===== config.mk =====
export PLATFORM = sky130hd
export DESIGN_NAME = trig_cmp_clr
export DESIGN_NICKNAME = d
export VERILOG_FILES = /design/src/rtl/tcc_pkg.sv /design/src/rtl/tcc_trig_sync.sv /design/src/rtl/tcc_presc.sv /design/src/rtl/tcc_cmp.sv /design/src/rtl/trig_cmp_clr.sv
export SDC_FILE = /design/constraint.sdc
export NUM_CORES = 1
export LEC_CHECK = 0
export BUFFER_PORTS_ARGS = -buffer_cell sky130_fd_sc_hd__buf_2
export CAP_MARGIN = 40
export CORE_MARGIN = 3
export CORE_UTILIZATION = 49
export CTS_CLUSTER_SIZE = 16
export DETAILED_ROUTE_END_ITERATION = 10
export PLACE_DENSITY = 0.8
export SLEW_MARGIN = 10
export SYNTH_ARGS = -nofsm -noshare
export SYNTH_HDL_FRONTEND = slang
export SYNTH_SLANG_ARGS = --single-unit

===== constraint.sdc =====
create_clock -name clk_i -period 2.67 [get_ports clk_i]
set_input_delay 0.4005 -clock clk_i [delete_from_list [all_inputs] [get_ports clk_i]]
set_output_delay 0.4005 -clock clk_i [all_outputs]
set_load 0.02 [all_outputs]

===== src/rtl/tcc_pkg.sv =====
package tcc_pkg;
  typedef enum logic [1:0] {MODE_OFF = 2'd0, MODE_TICK = 2'd1, MODE_EDGE = 2'd2, MODE_RSVD = 2'd3} mode_e;
  typedef enum logic [1:0] {CMP_LE = 2'd0, CMP_GE = 2'd1, CMP_RANGE = 2'd2, CMP_RSVD = 2'd3} cmp_e;

  typedef struct packed {
    mode_e      mode;
    logic [1:0] presc;
    cmp_e       cmp;
    logic       pol;
    logic       gate_en;
  } cfg_t;

  localparam cfg_t CFG_RESET = '{mode: MODE_OFF, presc: 2'd0, cmp: CMP_LE, pol: 1'b0, gate_en: 1'b0};
endpackage


===== src/rtl/tcc_trig_sync.sv =====
module tcc_trig_sync #(
  parameter int SYNC_STAGES = 2
) (
  input  logic clk_i,
  input  logic rst_ni,
  input  logic trig_i,
  input  logic pol_i,
  output logic lvl_o,
  output logic prev_o,
  output logic edge_o
);
  localparam int LAST = SYNC_STAGES - 1;

  logic [SYNC_STAGES:0] sh_q;
  logic                 edge_q;
  logic                 rise, fall;

  always_ff @(posedge clk_i or negedge rst_ni) begin
    if (!rst_ni) sh_q <= '0;
    else         sh_q <= {sh_q[SYNC_STAGES-1:0], trig_i};
  end

  assign lvl_o  = sh_q[LAST];
  assign prev_o = sh_q[SYNC_STAGES];
  assign rise   = lvl_o & ~prev_o;
  assign fall   = ~lvl_o & prev_o;

  always_ff @(posedge clk_i or negedge rst_ni) begin
    if (!rst_ni) edge_q <= 1'b0;
    else         edge_q <= pol_i ? fall : rise;
  end

  assign edge_o = edge_q;
endmodule


===== src/rtl/tcc_presc.sv =====
module tcc_presc #(
  parameter int SEL_W = 2
) (
  input  logic             clk_i,
  input  logic             rst_ni,
  input  logic             restart_i,
  input  logic             run_i,
  input  logic             tick_i,
  input  logic [SEL_W-1:0] sel_i,
  output logic             evt_o
);
  localparam int DIV_W = (1 << SEL_W) - 1;

  logic [DIV_W-1:0] cnt_q;
  logic [DIV_W-1:0] mask;

  // mask has sel_i low bits set; a group completes when all are set
  always_comb begin
    mask = '0;
    for (int i = 0; i < DIV_W; i++) mask[i] = (i < int'(sel_i));
  end

  assign evt_o = run_i & tick_i & ((cnt_q & mask) == mask);

  always_ff @(posedge clk_i or negedge rst_ni) begin
    if (!rst_ni)                 cnt_q <= '0;
    else if (restart_i || !run_i) cnt_q <= '0;
    else if (tick_i)             cnt_q <= cnt_q + 1'b1;
  end
endmodule


===== src/rtl/tcc_cmp.sv =====
module tcc_cmp
  import tcc_pkg::*;
#(
  parameter int CNT_W = 16
) (
  input  logic [CNT_W-1:0] count_i,
  input  logic [CNT_W-1:0] top_i,
  input  cmp_e             cmp_i,
  output logic             match_o
);
  localparam int HALF_W = CNT_W / 2;
  localparam int HI_W   = CNT_W - HALF_W;

  logic [CNT_W-1:0] lo_bound, hi_bound;

  assign lo_bound = CNT_W'(top_i[HALF_W-1:0]);
  assign hi_bound = CNT_W'(top_i[CNT_W-1 -: HI_W]);

  always_comb begin
    unique case (cmp_i)
      CMP_LE:    match_o = count_i <= top_i;
      CMP_GE:    match_o = count_i >= top_i;
      CMP_RANGE: match_o = (count_i >= lo_bound) && (count_i <= hi_bound);
      default:   match_o = 1'b0;
    endcase
  end
endmodule


===== src/rtl/trig_cmp_clr.sv =====
module trig_cmp_clr
  import tcc_pkg::*;
#(
  parameter int CNT_W       = 16,
  parameter int SYNC_STAGES = 2
) (
  input  logic             clk_i,
  input  logic             rst_ni,
  input  logic             cfg_we_i,
  input  logic [1:0]       cfg_mode_i,
  input  logic [1:0]       cfg_presc_i,
  input  logic [1:0]       cfg_cmp_i,
  input  logic             cfg_pol_i,
  input  logic             cfg_gate_en_i,
  input  logic             sample_tick_i,
  input  logic             trig_i,
  input  logic [CNT_W-1:0] count_i,
  input  logic [CNT_W-1:0] top_i,
  input  logic             flag_clr_i,
  output logic             clr_o,
  output logic             match_flag_o,
  output logic             cnt_en_o
);
  cfg_t cfg_q, cfg_d;
  logic lvl, prev, edge_evt, tick_evt, evt, match, flag_q;

  assign cfg_d = '{mode: mode_e'(cfg_mode_i), presc: cfg_presc_i, cmp: cmp_e'(cfg_cmp_i),
                   pol: cfg_pol_i, gate_en: cfg_gate_en_i};

  always_ff @(posedge clk_i or negedge rst_ni) begin
    if (!rst_ni)       cfg_q <= CFG_RESET;
    else if (cfg_we_i) cfg_q <= cfg_d;
  end

  tcc_trig_sync #(.SYNC_STAGES(SYNC_STAGES)) i_sync (
    .clk_i (clk_i),
    .rst_ni(rst_ni),
    .trig_i(trig_i),
    .pol_i (cfg_q.pol),
    .lvl_o (lvl),
    .prev_o(prev),
    .edge_o(edge_evt)
  );

  tcc_presc #(.SEL_W(2)) i_presc (
    .clk_i    (clk_i),
    .rst_ni   (rst_ni),
    .restart_i(cfg_we_i),
    .run_i    (cfg_q.mode == MODE_TICK),
    .tick_i   (sample_tick_i),
    .sel_i    (cfg_q.presc),
    .evt_o    (tick_evt)
  );

  tcc_cmp #(.CNT_W(CNT_W)) i_cmp (
    .count_i(count_i),
    .top_i  (top_i),
    .cmp_i  (cfg_q.cmp),
    .match_o(match)
  );

  always_comb begin
    unique case (cfg_q.mode)
      MODE_TICK: evt = tick_evt;
      MODE_EDGE: evt = edge_evt;
      default:   evt = 1'b0;
    endcase
  end

  assign clr_o = evt & match;

  // a fresh clear outranks the clear request
  always_ff @(posedge clk_i or negedge rst_ni) begin
    if (!rst_ni)         flag_q <= 1'b0;
    else if (clr_o)      flag_q <= 1'b1;
    else if (flag_clr_i) flag_q <= 1'b0;
  end

  assign match_flag_o = flag_q;
  assign cnt_en_o     = ~(cfg_q.gate_en & (lvl ^ cfg_q.pol));
endmodule


; Word-level counts from Yosys, hierarchy flattened
; Index checks and enable logic that the tools add are counted.
[totals]
regBits = 16
input_bits = 46
output_inout_bits = 3
word_cells = 46
[classes]
addsub = 1
magnitude_cmp = 7
eq_ne = 5
muxes = 7
n_bitwise = 11
n_reduce_logical = 6
[ops]
columns = operator, n
row1 = >= comparator 16 bit, 1
row2 = >= comparator 16 x 8 -> 1 bit, 1
row3 = less-or-equal comparator 16 bit, 1
row4 = less-or-equal comparator 16 x 8 -> 1 bit, 1
row5 = bitwise AND 1 bit, 6
row6 = 2-to-1 mux 3 bit, 2
row7 = "== test 2 x 1 -> 1 bit, second input constant", 2
row8 = "== test 2 bit, second input constant", 2
row9 = "less-than comparator 1 x 2 -> 1 bit, first input constant", 2
row10 = nonzero test 2 bit, 2
row11 = "adder 3 x 1 -> 3 bit, second input constant", 1
row12 = bitwise AND 3 bit, 1
row13 = == test 3 bit, 1
row14 = 2-to-1 mux 1 bit, 3
row15 = inverter 1 bit, 3
row16 = case mux 1 bit (3 select lines), 1
row17 = zero test 2 bit, 1
row18 = "less-than comparator 2 bit, first input constant", 1
row19 = case mux 1 bit (2 select lines), 1
row20 = logical AND 1 bit, 1
row21 = zero test 1 bit, 1
row22 = logical OR 1 bit, 1
row23 = XOR 1 bit, 1

; Logic depth before layout (Yosys ltp)
; Gate-level depths: netlist (run 1).
[depth]
depth_word = 7
depth_mapped = 8
ltp_nobuf = 8

; Cells and area by module
; A second synthesis (run 1) with hierarchy kept.
[unflattened]
cells_unflattened = 145
area_unflattened_um2 = 1366.3
[by_module_without_submodules]
columns = mod, instances, cells_each, area_per_inst_um2, seq_area_each_um2
row1 = tcc_cmp, 1, 90, 655.6, 0.0
row2 = trig_cmp_clr, 1, 31, 417.9, 225.2
row3 = tcc_presc, 1, 17, 170.2, 75.1
row4 = tcc_trig_sync, 1, 7, 122.6, 100.1

; Least setup slack after synthesis (run 1)
; OpenSTA, ideal clock, no wires.
[synth_timing]
path_kind = input-to-output
start = input port top_i[1]
end = output port clr_o
arrival_time_ns = 2.006
required_ns = 2.270
setup_slack_ns = 0.264
cell_stages = 8
path_buffers = 0
cell_sequence = inv_1 > ha_1 > nor2b_1 > o211ai_1 > a2111o_1 > a31oi_2 > a211oi_1 > nor3_1
[synth_via]
elab_chain_cells = 4
elab_cells_between_ends = 6
classes_between = order compare: 3 / mux: 1 / bitwise: 1 / reduce/logical: 1
[synth_lines]
columns = element, line_no
row1 = start: declaration, trig_cmp_clr.sv:18  ; input logic [CNT_W-1:0] top_i,
row2 = >= comparator 16 x 8 -> 1 bit, tcc_cmp.sv:23  ; CMP_RANGE: match_o = (count_i >= lo_bound) && (count_i <= hi_bound);
row3 = logical AND 1 bit, tcc_cmp.sv:23
row4 = case mux 1 bit (3 select lines) *, tcc_cmp.sv:20  ; unique case (cmp_i)
row5 = bitwise AND 1 bit *, trig_cmp_clr.sv:70  ; assign clr_o = evt & match;
row6 = end: declaration, trig_cmp_clr.sv:20  ; output logic clr_o,
; Mark *: on every way between the ends. The rest lies on a longest branch, timed or not.

; Worst setup path in the final report (run 1)
[layout_timing]
start = input port count_i[7]
end = output port clr_o
[layout_via]
elab_chain_cells = 4
elab_cells_between_ends = 7
classes_between = order compare: 4 / mux: 1 / bitwise: 1 / reduce/logical: 1
[layout_lines]
columns = element, line_no
row1 = start: declaration, trig_cmp_clr.sv:17  ; input logic [CNT_W-1:0] count_i,
row2 = >= comparator 16 x 8 -> 1 bit or less-or-equal comparator 16 x 8 -> 1 bit (tied branches), tcc_cmp.sv:23
row3 = logical AND 1 bit, tcc_cmp.sv:23
row4 = case mux 1 bit (3 select lines) *, tcc_cmp.sv:20
row5 = bitwise AND 1 bit *, trig_cmp_clr.sv:70
; Marks and branches as above.

==> results.md, run 1 <==
* Post-synth top area share at 0.3042
* Root Buffer: clkbuf_4
* Top post-synthesis cells by area: dfrtp_1 (30%), ha_1 (26%), inv_1 (6.3%)
* GRT overflow at 0
* First-pass GRT wire length at 5057 um
* Wire length per cell at 13.98 um
* Maximum clock insertion buffer count at 2
* Total power at 0.0006101 W
* Number of global-route vias before repair at 1259
* Yosys cell types at 32
* WP data arrival at 2190 ps
* Vias at 1232
* Post-synthesis sequential area ratio at 0.3042
* Fin crit period at 2592 ps
* Die extent in x at 57.83 um
* Core area at 0.002522 mm^2
* Post-DP HPWL at 2707 um
* Starting Density at 0.5218
* Final #Nets at 268
* Area growth syn-to-layout at 26.43%
* CP Launch Point: count_i[7]
* Synthesized instance count at 142
* Drt first pass iters at 4
* Synthesized cell area at 0.001316 mm^2
* Leak pwr at 0.8862 nW
* Status: completed
* Vias per inst at 5.500
* Worst reg2reg endpoint: match_flag_o
* # diodes at 0
* Syn_area_per_cell at 9.269 um^2
* Final period utilization at 0.9706
* Share of cells above drive strength 1 at 0.3402
* DRC Markers at 0
* Pins over their slew limit at 0
* Reg power frac at 0.445
* Register-to-register setup slack at 860 ps
* Post-placement setup slack at 85.29 ps
* Initial antenna violation count at 0
* CTS H-Tree Depth at 1
* Critical Path Source Type: input port
* Logic pwr share at 0.308
* Worst vdd ir at 0.3624 mV
* Reg clk slew, reported paths at 90 ps
* Post-layout util at 0.6597
* Int Power at 0.0004288 W
* Tot GR Track Use at 0.1891
* Setup violators final at 0
* Num CTS Buffers at 3
* Setup WS post-layout at 78.50 ps
* CTS tree: built
* Number of routed nets with antenna violations at 0
* Largest net degree at the start of global routing at 17
* Synth Warn # at 0
* Final wirelength at 3132 um
* Clock Latency Late Sink at 270 ps
* Final Wtd Congestion at 0.8379
* CTS Hold Bufs at 0
* Reg2Reg Depth at 7
* Total power per unit cell area at 366.6 mW/mm^2
* CP required at 2270 ps
* Crit path capture: clr_o
* Clock skew at 4.047 ps
* Largest area contributor in the netlist: dfrtp_1
* Hold crit path type: in -> async
* Clock power frac at 0.247
* Final hold vios at 0
* Reg2reg start: cfg_q[7]
* FMAX at 385.9 MHz
* Rel. slew slack at 0.7739
* CP Capture Type: primary output
* Port buffer count at 48
* Synth Register Bits at 16
* Die H at 57.83 um
* Rows at 18
* Syn nets at 215
* Sw Share at 0.2972
* Initial drt markers at 41
* Die footprint at 0.003344 mm^2
* NetSw at 0.0001813 W
* Worst Max-Slew Pin Slew at 339.2 ps
* Filler Cell Count at 218
* I/O pins at 49
* Clock Sinks at 16
* Maximum fanout along the worst path at 3
* # Max-Cap Violations at 0
* CP Class: in -> out
* Worst hold slack at 13.52 ps
-- worst min-delay path by stage --
stage / from / to / slack (ps) / cells past startpoint
after floorplan: rst_ni / cfg_q[0] / 100 / 0
after global placement: rst_ni / cfg_q[4] / 320 / 1
after detailed placement: rst_ni / cfg_q[1] / 330 / 1
after CTS: rst_ni / cfg_q[4] / 20 / 1
after global routing: rst_ni / cfg_q[1] / 10 / 1
final: rst_ni / i_sync.sh_q[2] / 10 / 1
-- per-layer routing --
layer,global-route usage,vias up,share of wire
li1,-,612,-
met1,0.2090,562,0.40
met2,0.3645,50,0.52
met3,0.01782,8,0.066
met4,0.07616,0,0.022
met5,0,-,0
-- cell usage after synthesis, drive strengths merged --
master and number:
nor3b 1, nand2b 1, o21ai 8, a31oi 2, nand2 14, inv 22
a221oi 2, ha 27, xnor2 1, a211o 1, o22ai 1, a211oi 1
xor2 2, nand4 6, clkbuf 1, dfrtp 16, mux2 5, mux2i 1
nor4 2, nand3 1, nor2 6, a21oi 12, o211ai 2, nor2b 2
o2111a 1, nor3 2, o32ai 1, a2111o 1
-- state kept, by name, summed over array words and instances (netlist names) --
name           flops
cfg_q              8
i_sync.sh_q        3
i_presc.cnt_q      3
i_sync.edge_o      1
match_flag_o       1
-- logic make-up after synthesis --
group | share of synthesized area
DFF | 0.3042
xor gates and xnor gates | 0.01997
and+or+nand+nor | 0.1378
buffers and inverters | 0.06559
muxes | 0.05038
adders and majority gates | 0.2567
AOI/OAI and AO/OA | 0.1654
-- area by class of cell --
class	instances	area [um^2]	share of cell area
flip-flops and latches	16	400.4	0.2406
clock buffers	4	36.28	0.02180
repair buffers	49	247.7	0.1489
well taps	30	37.54	0.02256
multi-input cells	103	859.6	0.5165
inverters	22	82.58	0.04962
-- through the flow --
stage          std cells  area, um^2  setup TNS (ps)
2_1_floorplan        142        1316               0
3_3_place_gp         219        1590               0
3_5_place_dp         219        1590               0
4_1_cts              223        1627               0
5_1_grt              224        1664          -55.55
6_report             224        1664               0
-- cell usage in the layout (no fill, tap or decap), drive strengths merged, types with 4 or more instances in the layout --
master and instances:
dfrtp 16, nand2 14, a21oi 12, clkbuf 4, nor2 6, nand4 6
buf 49, ha 27, inv 22, o21ai 8, mux2 5
-- worst max-delay path: stages --
cell	delay, ps
buf_2	110
ha_1	310
nand4_1	210
nor4_4	370
inv_1	60
a21oi_1	180
a211oi_2	80
nor3_2	250
buf_2	210
-- power groups by stage --
stage	Sequential, W	Combinational [W]	Clock (W)
global placement	0.000275	0.000166	0
floorplan	0.000274	0.000107	0
detailed placement	0.000276	0.000180	0
global route	0.000274	0.000210	0.000168
finish	0.000272	0.000188	0.000151
CTS	0.000272	0.000182	0.000157
-- timing repair --
action	4_1_cts	5_1_grt
setup endpoints to repair	0	1
resized for setup	0	5
setup buffers	0	1
(Power assumes the default switching activity.)
==> run 2, diff against run 1 <==
- CORE_UTILIZATION: 49 -> 53
- PLACE_DENSITY: 0.8 -> 0.85
- clock period: 2.67 -> 3.3 ns (I/O delays scaled with it)
==> run 2 against run 1 <==
Utilization is 5.4 points higher. Clock-buffer cell count did not move. Wire length shrank 4.7%. Register-to-register slack better by 760 ps. Global-route usage rose by 0.96 points. Final area fell by 2.4%. Critical endpoint unchanged. Total power shrank 19%. Die area decreased by 6.8%. First-iteration DRC count is 46% lower. Worst setup slack gained 510 ps.
==> results.md, run 2 (synthesis results as in run 1) <==
* Top flop regs: cfg_q: 8 flops, i_presc.cnt_q: 3 flops, i_sync.sh_q: 3 flops (unchanged)
* CTS tree: built (unchanged)
* Starting Density at 0.5783 (was 0.5218)
* # Post-CTS Setup Buffers at 0 (unchanged)
* Commonest cells after routing, fill and taps aside: buf_2 (48), ha_1 (27), inv_1 (22), dfrtp_1 (16), nand2_1 (14) (unchanged)
* Worst path cell trace: buf_2 -> inv_1 -> ha_1 -> a21oi_1 -> o21ai_1 -> a221oi_2 -> a31oi_2 -> a211oi_1 -> nor3_1 -> buf_2 (was buf_2 -> ha_1 -> nand4_1 -> nor4_4 -> inv_1 -> a21oi_1 -> a211oi_2 -> nor3_2 -> buf_2)
* Final #Nets at 267 (was 268)
* WP data arrival at 2210 ps (was 2190 ps)
* Highest metal used: met4 (unchanged)
* Routed wl met2 at 1620 um (was 1613 um)
* Reg2Reg Depth at 7 (unchanged)
* Rows at 17 (was 18)
* Die extent in x at 55.84 um (was 57.83 um)
* # Max-Cap Violations at 0 (unchanged)
* Worst reg2reg endpoint: match_flag_o (unchanged)
* DRC Markers at 0 (unchanged)
* Critical path depth at 10 (was 9)
* Drt first pass iters at 4 (unchanged)
* Worst Max-Slew Pin Slew at 357.3 ps (was 339.2 ps)
* First-pass GRT wire length at 5064 um (was 5057 um)
* Final setup TNS at 0 ps (unchanged)
* Crit path top cell by count: buf_2 (unchanged)
* Hold crit path type: in -> async (unchanged)
* Die footprint at 0.003118 mm^2 (was 0.003344 mm^2)
* Die H at 55.84 um (was 57.83 um)
* Number of global-route vias before repair at 1282 (was 1259)
* Worst vdd ir at 0.3641 mV (was 0.3624 mV)
* CP bufs+invs at 3 (unchanged)
* Clock skew at 3.420 ps (was 4.047 ps)
* Critical Path Source Type: input port (unchanged)
* Initial drt markers at 22 (was 41)
* Largest Register: cfg_q (unchanged)
* Post-Route M1 WL at 1148 um (was 1241 um)
* CTS H-Tree Depth at 1 (unchanged)
* Pins over their slew limit at 0 (unchanged)
* Rel. slew slack at 0.7596 (was 0.7739)
* Num CTS Buffers at 3 (unchanged)
* Final wirelength at 2986 um (was 3132 um)
* DP Cell Count at 217 (was 219)
* Wire length per cell at 13.51 um (was 13.98 um)
* Post-place instance area at 0.001588 mm^2 (was 0.001590 mm^2)
* Share of cells above drive strength 1 at 0.3161 (was 0.3402)
* Maximum fanout along the worst path at 2 (was 3)
* Wire length on met3 at 141 um (was 208 um)
* Number of routed nets with antenna violations at 0 (unchanged)
* Max FFs per register at 8 (unchanged)
* Register-to-register setup slack at 1620 ps (was 860 ps)
* Status: completed (unchanged)
* Slowest cell on crit path: ha_1 (was nor4_4)
* Final Non-Filler Cells at 221 (was 224)
* Peak per-stage delay on the critical path at 320 ps (was 370 ps)
* Initial antenna violation count at 0 (unchanged)
* Vias per inst at 5.584 (was 5.500)
* Post-placement setup slack at 619.1 ps (was 85.29 ps)
* Post-DP HPWL at 2654 um (was 2707 um)
* Leak pwr at 0.8649 nW (was 0.8862 nW)
* Final Wtd Congestion at 0.8116 (was 0.8379)
* GRT overflow at 0 (unchanged)
* Reg2reg start: cfg_q[7] (unchanged)
* CTS Hold Bufs at 0 (unchanged)
* Setup violators final at 0 (unchanged)
* Setup WS post-layout at 590.1 ps (was 78.50 ps)
* Design area at 0.001624 mm^2 (was 0.001664 mm^2)
* Maximum clock insertion buffer count at 2 (unchanged)
* Final hold vios at 0 (unchanged)
* # diodes at 0 (unchanged)
* Root Buffer: clkbuf_4 (unchanged)
* Tot GR Track Use at 0.1987 (was 0.1891)
* CP Capture Type: primary output (unchanged)
* Port buffer count at 48 (unchanged)
* Vias at 1234 (was 1232)
* Delay-heaviest family, CP: compound AO/OA/AOI/OAI gates (was simple AND/OR/NAND/NOR gates)
* CP required at 2800 ps (was 2270 ps)
* Clock Sinks at 16 (unchanged)
* Worst hold slack at 92.50 ps (was 13.52 ps)
* Largest net degree at the start of global routing at 17 (unchanged)
* CP Class: in -> out (unchanged)
* Fin crit period at 2710 ps
* Area growth syn-to-layout at 23.38% (was 26.43%)
* Most common cell after layout, fill and taps aside: buf_2 (unchanged)
* I/O pins at 49 (unchanged)
* Clock Latency Late Sink at 290 ps (was 270 ps)
* Unrepaired setup endpoints after global routing: false
* Post_cts resized at 0 (unchanged)
* FMAX at 369.0 MHz
* Total power per unit cell area at 303.5 mW/mm^2 (was 366.6 mW/mm^2)
* Core area at 0.002276 mm^2 (was 0.002522 mm^2)
* Final period utilization at 0.8212
* Reg clk slew, reported paths at 90 ps (about the same)
-- run 2: changes by cell type in the layout (fill, tap and decap cells not counted), sizes merged --
cell / delta
buf: -1
-- run 2: stage by stage --
step | total power, W | utilization
2_1_floorplan | 0.0003082 | -
3_3_place_gp | 0.0003583 | 0.6976
3_5_place_dp | 0.0003686 | 0.6976
4_1_cts | 0.0004952 | 0.7136
5_1_grt | 0.0005286 | 0.7136
6_report | 0.0004929 | 0.7136
-- run 2: worst max path at each step --
stage | end | startpoint
2_1_floorplan | clr_o | top_i[1]
3_3_place_gp | clr_o | count_i[7]
3_5_place_dp | clr_o | count_i[1]
4_1_cts | clr_o | count_i[7]
5_1_grt | clr_o | top_i[9]
6_report | clr_o | top_i[9]
-- run 2: worst reg2reg max path, delay by kind of cell, from the launching register on --
kind | cells | cell delay (ps)
AOI/OAI and AO/OA | 4 | 890
adders and majority gates | 1 | 170
buffers and inverters | 1 | 80
DFF | 1 | 390
and+or+nand+nor | 1 | 60
-- run 2: area by class of cell --
cell class	instances	area [um^2]
Sequential cell	16	400.4
Tap cell	28	35.03
Timing Repair Buffer	48	240.2
Clock buffer	4	36.28
Multi-Input combinational cell	103	829.5
Inverter	22	82.58
Fill cell	169	651.9
-- run 2: routing by layer --
metal	track usage	vias to the layer above
met1	0.2075	580
met3	0.04640	11
met4	0.08814	0
met5	0	-
li1	-	610
met2	0.3733	33
-- run 2: power by group --
part	internal, W	leakage (nW)	total (W)	switching [W]
Sequential	0.000209	0.198	0.000220	0.0000103
Combinational	0.0000680	0.646	0.000144	0.0000764
Clock	0.0000673	0.0210	0.000129	0.0000615
